`src/rtl/mem_order_queue.sv`:
```
module mem_order_queue #(
  parameter int LQ_DEPTH = 4,
  parameter int SQ_DEPTH = 4,
  localparam int LQ_IW = (LQ_DEPTH > 1) ? $clog2(LQ_DEPTH) : 1,
  localparam int SQ_IW = (SQ_DEPTH > 1) ? $clog2(SQ_DEPTH) : 1
) (
  input  logic                clk,
  input  logic                rst_n,
  input  logic                noalias_en,
  input  logic                disp_valid,
  input  logic                disp_may_load,
  input  logic                disp_may_store,
  input  logic                disp_side_fx,
  output logic                disp_ready,
  output logic [LQ_IW-1:0]    disp_lq_idx,
  output logic [SQ_IW-1:0]    disp_sq_idx,
  input  logic                cmp_ld_valid,
  input  logic [LQ_IW-1:0]    cmp_ld_idx,
  input  logic                cmp_st_valid,
  input  logic [SQ_IW-1:0]    cmp_st_idx,
  output logic                lq_full,
  output logic                sq_full,
  output logic [LQ_DEPTH-1:0] lq_issue_ok,
  output logic [SQ_DEPTH-1:0] sq_issue_ok
);
  localparam int N = LQ_DEPTH + SQ_DEPTH;

  logic [N-1:0] vld, bar, fbar, ok, retire;
  logic [N-1:0] older [N];
  logic         accept, alloc_l, alloc_s;
  int           l_slot, s_slot;

  assign lq_full = &vld[LQ_DEPTH-1:0];
  assign sq_full = &vld[N-1:LQ_DEPTH];
  assign disp_ready = !(disp_may_load && lq_full) && !(disp_may_store && sq_full);
  assign accept  = disp_valid && disp_ready;
  assign alloc_l = accept && disp_may_load;
  assign alloc_s = accept && disp_may_store;

  always_comb begin
    l_slot = 0;
    s_slot = LQ_DEPTH;
    for (int i = LQ_DEPTH - 1; i >= 0; i--)
      if (!vld[i]) l_slot = i;
    for (int i = N - 1; i >= LQ_DEPTH; i--)
      if (!vld[i]) s_slot = i;
  end

  assign disp_lq_idx = LQ_IW'(l_slot);
  assign disp_sq_idx = SQ_IW'(s_slot - LQ_DEPTH);

  always_comb begin
    logic blk;
    for (int i = 0; i < N; i++) begin
      ok[i] = 1'b0;
      retire[i] = 1'b0;
      blk = 1'b0;
      if (vld[i]) begin
        for (int j = 0; j < N; j++) begin
          if (vld[j] && older[j][i]) begin
            if (bar[i]) begin
              if (((j < LQ_DEPTH) == (i < LQ_DEPTH)) || fbar[i]) blk = 1'b1;
            end else if (i >= LQ_DEPTH) begin
              blk = 1'b1;
            end else begin
              if (j < LQ_DEPTH && bar[j]) blk = 1'b1;
              if (j >= LQ_DEPTH && !bar[j] && !noalias_en) blk = 1'b1;
              if (j < LQ_DEPTH)
                for (int k = 0; k < N; k++)
                  if (vld[k] && older[k][i] && older[j][k] && (k >= LQ_DEPTH || bar[k]))
                    blk = 1'b1;
            end
          end
        end
        if (bar[i]) retire[i] = !blk;
        else        ok[i] = !blk;
      end
    end
  end

  assign lq_issue_ok = ok[LQ_DEPTH-1:0];
  assign sq_issue_ok = ok[N-1:LQ_DEPTH];

  always_ff @(posedge clk or negedge rst_n) begin
    if (!rst_n) begin
      vld  <= '0;
      bar  <= '0;
      fbar <= '0;
      for (int k = 0; k < N; k++) older[k] <= '0;
    end else begin
      for (int k = 0; k < N; k++)
        if (retire[k]) vld[k] <= 1'b0;
      if (cmp_ld_valid && !bar[int'(cmp_ld_idx)])
        vld[int'(cmp_ld_idx)] <= 1'b0;
      if (cmp_st_valid && !bar[LQ_DEPTH + int'(cmp_st_idx)])
        vld[LQ_DEPTH + int'(cmp_st_idx)] <= 1'b0;
      if (alloc_l) begin
        vld[l_slot]  <= 1'b1;
        bar[l_slot]  <= disp_side_fx;
        fbar[l_slot] <= disp_side_fx && disp_may_store;
        for (int j = 0; j < N; j++) begin
          older[l_slot][j] <= 1'b0;
          older[j][l_slot] <= vld[j];
        end
      end
      if (alloc_s) begin
        vld[s_slot]  <= 1'b1;
        bar[s_slot]  <= disp_side_fx;
        fbar[s_slot] <= disp_side_fx && disp_may_load;
        for (int j = 0; j < N; j++) begin
          older[s_slot][j] <= 1'b0;
          older[j][s_slot] <= vld[j];
        end
      end
    end
  end

  AST_SINGLE_STORE_PERMIT: assert property (@(posedge clk) disable iff (!rst_n)
    $countones(sq_issue_ok) <= 1);

  AST_NO_GROWTH_WHEN_FULL: assert property (@(posedge clk) disable iff (!rst_n)
    (disp_valid && disp_may_load && lq_full) |=>
      $countones(vld[LQ_DEPTH-1:0]) <= $past($countones(vld[LQ_DEPTH-1:0])));

  AST_COMPLETION_FREES: assert property (@(posedge clk) disable iff (!rst_n)
    (cmp_ld_valid && vld[int'(cmp_ld_idx)] && !bar[int'(cmp_ld_idx)]) |=>
      !vld[int'($past(cmp_ld_idx))]);

  AST_PERMIT_ON_LIVE_ACCESS: assert property (@(posedge clk) disable iff (!rst_n)
    ((lq_issue_ok & ~(vld[LQ_DEPTH-1:0] & ~bar[LQ_DEPTH-1:0])) == '0));

  AST_FULL_NEEDS_LOAD: assert property (@(posedge clk) disable iff (!rst_n)
    $rose(lq_full) |-> $past(disp_valid && disp_may_load));
endmodule

```
`config.mk`:
```
export PLATFORM = sky130hd
export DESIGN_NAME = mem_order_queue
export DESIGN_NICKNAME = d
export VERILOG_FILES = /design/src/rtl/mem_order_queue.sv
export SDC_FILE = /design/constraint.sdc
export NUM_CORES = 1
export LEC_CHECK = 0
export ABC_AREA = 1
export BUFFER_PORTS_ARGS = -buffer_cell sky130_fd_sc_hd__buf_2
export CAP_MARGIN = 20
export CORE_ASPECT_RATIO = 2
export CORE_MARGIN = 4
export CORE_UTILIZATION = 45
export CTS_CLUSTER_DIAMETER = 100
export DETAILED_ROUTE_END_ITERATION = 8
export PLACE_DENSITY_LB_ADDON = 0.1
export SLEW_MARGIN = 20
export SYNTH_ARGS = -nofsm -noshare
export SYNTH_HDL_FRONTEND = slang
export SYNTH_SLANG_ARGS = --single-unit
```
`constraint.sdc`:
```
create_clock -name clk -period 2.19 [get_ports clk]
set_input_delay 0.438 -clock clk [delete_from_list [all_inputs] [get_ports clk]]
set_output_delay 0.438 -clock clk [all_outputs]
set_load 0.01 [all_outputs]
```
* Word-level counts from Yosys, hierarchy flattened
Cells that the tools add are included.
** Operators by class
- Add/sub/neg operators :: 2
- Magnitude comparators :: 12
- Mux-type cells :: 437
- Bitwise operators :: 40
- Reduce and logical (&&, ||, !) cells :: 295
** Operators with widths (number)
- $and A64 B64 Y64 :: 16
- $not A64 Y64 :: 16
- $demux W8 S3 :: 16
- $mux W1 :: 363
- $logic_and A1 B1 Y1 :: 276
- $bwmux W8 :: 20
- $mux W64 :: 2
- $mux W8 :: 10
- $ge A32 B4 Y1 const B :: 2
- $lt A32 B1 Y1 const B :: 2
- $not A2 Y32 :: 1
- $not A3 Y32 :: 1
- $mux W2 :: 10
- $logic_not A1 Y1 :: 17
- $and A8 B8 Y8 :: 2
- $or A8 B8 Y8 :: 2
- $mux W7 :: 2
- $mux W6 :: 2
- $mux W5 :: 2
- $demux W1 S3 :: 3
- $lt A2 B4 Y1 const B :: 2
- $mux W4 :: 2
- $not A4 Y8 :: 1
- $not A8 Y8 :: 1
- 12 further kinds :: 15
** Word-level totals
- Register bits after elaboration :: 88
- Input bits :: 13
- Output and inout port bits :: 15
- Word-level logic and storage cells :: 797

* Depth between registers and ports, before layout
- Depth in word-level cells :: 73
- Mapped depth :: 13
- Mapped depth without buffers :: 12

* Worst setup path after synthesis
No wires, ideal clock.
- Path kind :: register to output
- From :: reg vld[7]
- To :: out sq_issue_ok[3]
- Arrival time :: 1.421 ns
- Data required time :: 1.752 ns
- Path slack :: 0.331 ns
- Cell stages (with the launch flop) :: 8
- Path buffers :: 2
- Cell sequence :: dfrtp_1 -> buf_6 -> buf_2 -> inv_1 -> o21ai_0 -> a221oi_1 -> nand3_1 -> nor2_1
** On the way
- Word-level cells in the longest chain between the ends :: 6
** Ends and longest elaborated chain
- start: declaration :: line 28 : logic [N-1:0] vld, bar, fbar, ok, retire;
- start signal: assignment :: line 86 : vld <= '0;
- start signal: indexed assignment :: line 92 : if (retire[k]) vld[k] <= 1'b0;
- start signal: indexed assignment :: line 94 : vld[int'(cmp_ld_idx)] <= 1'b0;
- $logic_and A1 B1 Y1 :: line 60 : if (vld[j] && older[j][i]) begin
- $mux W1 :: line 60
- $mux W1 :: line 58 : if (vld[i]) begin
- $logic_not A1 Y1 :: line 76 : else ok[i] = !blk;
- $mux W1 :: line 75 : if (bar[i]) retire[i] = !blk;
- $mux W1 * :: line 58
- end: declaration :: line 24 : output logic [SQ_DEPTH-1:0] sq_issue_ok
Every way passes the cells marked *; elsewhere a longest branch is shown, timed or not. The select of a mux whose other input is x is not followed.

* Final worst setup path
- From :: reg vld[6]
- To :: out lq_issue_ok[0]
** On the way
- Word-level cells in the longest chain between the ends :: 56
- Elaborated cells between the ends (all ways) :: 63
** Ends and longest elaborated chain
- $logic_and A1 B1 Y1 * :: line 60, 70
- $logic_and A1 B1 Y1 :: line 70 : if (vld[k] && older[k][i] && older[j][k] && (k >= LQ_DEPTH || bar[k]))
- $mux W1 (2 in series) :: line 70
- $mux W1 :: line 61 : if (bar[i]) begin
- $mux W1 :: line 60
- $mux W1 :: line 66 : if (j < LQ_DEPTH && bar[j]) blk = 1'b1;
- $mux W1 (8 in series) :: line 70
- $mux W1 :: line 61
- [32 not listed]
- $mux W1 * :: line 60
- $mux W1 (on tied branches) :: line 67, 62
- $mux W1 :: line 61
- $mux W1 * :: line 60
- $mux W1 * :: line 58
- $logic_not A1 Y1 * :: line 76
- $mux W1 * :: line 75
- $mux W1 * :: line 58
- end: declaration :: line 23 : output logic [LQ_DEPTH-1:0] lq_issue_ok,
Marked as above.

==> metrics.cfg <==
[route]
wl_per_cell_um = 22.5
num_vias = 6159
dr.first_iter.drc_count = 443
dr.pass1.iters = 5
routed_wl_um = 24200
drt-vias-per-instance = 5.72
ant_nets = 0
drc = 0

[sta]
fin_crit_ns = 2.35
setup_slack_ns = -0.164
max_freq_mhz = 425
worst_slew_pin_slew_ns = 0.585
setup_viol_count_final = 8
hold_viol = 0
rsz0062_at_grt = yes
fin_crit_sh_pct = 107
clock_skew_ns = 0.0106
slew_headroom_pct = 60.6
slew_viol_final = 0

[synth]
synthSimpleGateAreaFrac_pct = 37.4
synth_top_family_by_area = simple AND/OR/NAND/NOR gates
synth_warnings = 0
synth_edf_count = 0
synthXorXnorAreaFrac_pct = 0
synth_top_area_cell = dfrtp_1
synth_adder_area_share_pct = 0
yosys-top-cells-area = dfrtp_1 40%, nand2_1 15%, nor2_1 9.6%
syn_avg_cell_area_um2 = 6.78
synthDistinctLibCells = 32
syn_nets = 827
synth.ff_latch_count = 88
synth.most_common_cell = nand2_1
synth_top_cell_area_share_pct = 39.9
synth-seq-area-share_pct = 39.9
synth_cells = 814
synth_mux_area_share_pct = 0
synth_compound_area_share_pct = 12.3
yosys-top-cells-count = 216 x nand2_1, 141 x nor2_1, 93 x inv_1, 88 x dfrtp_1, 88 x nand3_1
async_reset_ff_share_pct = 100
synth-main-ff-cell = dfrtp_1
syn-cell-area_um2 = 5520

[clocking]
htreeDepth = 3
cts_root_buffer = clkbuf_16
cts_tree = built
clk_latency_ns = 0.35
clock_path_buffers = 2
path_clk_slew_ns = 0.08
cts.sinks = 88
cts_buffers = 9

[worst_setup_path]
startpoint_type = register
worstPathCellList = buf_6 -> nand2_1 -> inv_1 -> nand2_1 -> nand2_1 -> nor2_1 -> nand2_1 -> nand2_1 -> nand2_1 -> inv_1 -> nand3_1 -> nor2_1 -> buf_2
worstPathArrival_ns = 1.92
cp_common_cell = nand2_1
critPathCaptureType = output pin
slowest_stage = dfrtp_1
cp_top_family = simple AND/OR/NAND/NOR gates
reg2reg_to = fbar[2]$_DFFE_PN0P_
cp_max_fo = 15
r2r_slack_ns = 0.03
worstSetupPathType = reg2out
cp_num_buf_inv = 4
regToRegStartpoint = vld[2]$_DFF_PN0_
slowest_delay_ns = 0.41
worst-r2r-cell-count = 13
crit_required_ns = 1.75

[outcome]
status = finished with violations
violations = negative setup slack

[power]
internal_power_mw = 4.60
pwr-share-clk_pct = 20.2
power.switching_mw = 3.65
ir_worst_vdd_v = 0.000737
power_frac_comb_pct = 44.0
swShare_pct = 44.2
p_per_area_nw_per_um2 = 1130
leakagePower_nw = 3.79
p_seq_share_pct = 35.8

[die]
rows = 57
coreArea_um2 = 12100
die_h_um = 165
io_pins = 28
dieArea_um2 = 14200
die_w_um = 86.3
initial_core_util_pct = 45.8

[placement]
io_buffers = 27
placed_area_um2 = 6260
gp_congestion = 0.978
dp_slack_ns = -0.0877
place.detailed.hpwl_um = 18900

[run]
cap_viol_max_count = 0

[global_routing]
gr-total-overflow = 0
grt_pass1_vias = 6219
antenna_found_initial = 0
grtUsageTotal_pct = 35.2
grt_max_degree = 46
grt_pass1_wl_um = 36000

[finish]
final_net_count = 938
diodes = 0
drive_above_1_share_pct = 28.1
area_delta_synth_final_pct = 32.1
fin_area_um2 = 7290

[worst_hold_path]
hold_class = in2async

[timing repair]
| item | 4_1_cts | 5_1_grt |
|---|---|---|
| gates resized for setup | 61 | 73 |
| hold buffers | 0 | 0 |
| setup endpoints to repair | 10 | 27 |
| buffers inserted | 15 | 19 |
| pin swaps | 19 | 28 |
| gates cloned | 0 | 2 |
[area by class of cell]
type | instances | area [um2]
clock inverter | 7 | 95.1
clock buffer | 9 | 225
inverter | 102 | 397
multi-input combinational | 599 | 3090
sequential | 88 | 2210
tap | 147 | 184
timing repair buffer | 125 | 1090
fill | 1170 | 4760
[flip-flops by register name, summed over array words and instances (netlist names), named ones only]
register  cells
older        60
vld           8
bar           8
fbar          8
[metrics by stage]
step	instances	TNS [ns]	total power [mW]	hold WS, ns	utilization (%)
2_1_floorplan	814	0	4.26	0.142	-
3_3_place_gp	1028	-0.0784	5.73	0.379	51.9
3_5_place_dp	1028	-0.0877	5.79	0.391	51.9
4_1_cts	1059	-0.586	7.82	0.0157	57.2
5_1_grt	1077	-1.66	8.66	0.0283	60.5
6_report	1077	-0.803	8.26	0.00463	60.5
[cells in the final DEF, fill, tap and decap left out, drive strengths merged]
| cell | count |
|---|---|
| inv | 105 |
| nand2 | 225 |
| clkinvlp | 1 |
| bufinv | 1 |
| nand4 | 4 |
| a31oi | 1 |
| a22o | 1 |
| a221oi | 4 |
| a21oi | 18 |
| o31ai | 1 |
| dfrtp | 88 |
| clkbuf | 9 |
| buf | 125 |
| nand3 | 92 |
| o22ai | 6 |
| o21ai | 93 |
| nor2 | 148 |
| nand3b | 2 |
| clkinv | 2 |
| nor3 | 4 |
[routing by layer]
metal	wire (um)	part of all wire [%]	track usage (%)	up-vias
met2	12600	52	63.4	289
li1	-	-	-	2830
met3	971	4.0	4.09	121
met1	7980	33	34.4	2919
met5	0	0	0	-
met4	2710	11	31.1	0
[power by group through the flow]
stage / Combinational, mW / Sequential, mW / Clock [mW]
5_1_grt: 3.93 / 2.98 / 1.76
2_1_floorplan: 1.77 / 2.49 / 0
3_5_place_dp: 2.94 / 2.85 / 0
3_3_place_gp: 2.90 / 2.84 / 0
6_report: 3.64 / 2.95 / 1.67
4_1_cts: 3.26 / 2.88 / 1.68
[worst max path at each step]
stage | from | to | slack [ns] | cells after the start
floorplan | vld[7]$_DFF_PN0_ | sq_issue_ok[3] | 0.33 | 7
global placement | vld[4]$_DFF_PN0_ | sq_issue_ok[2] | -0.08 | 8
detailed placement | vld[4]$_DFF_PN0_ | sq_issue_ok[2] | -0.09 | 8
CTS | bar[0]$_DFFE_PN0P_ | lq_issue_ok[1] | -0.14 | 11
global route | bar[0]$_DFFE_PN0P_ | lq_issue_ok[2] | -0.27 | 11
finish | vld[6]$_DFF_PN0_ | lq_issue_ok[0] | -0.16 | 13
[kinds of logic (layout without fill, tap and decap cells)]
logic type | after synthesis | after routing
DFF | 88 | 88
buffers and inverters | 129 | 243
and+or+nand+nor | 473 | 475
AOI/OAI and AO/OA | 124 | 124
(Power assumes the default switching activity.)
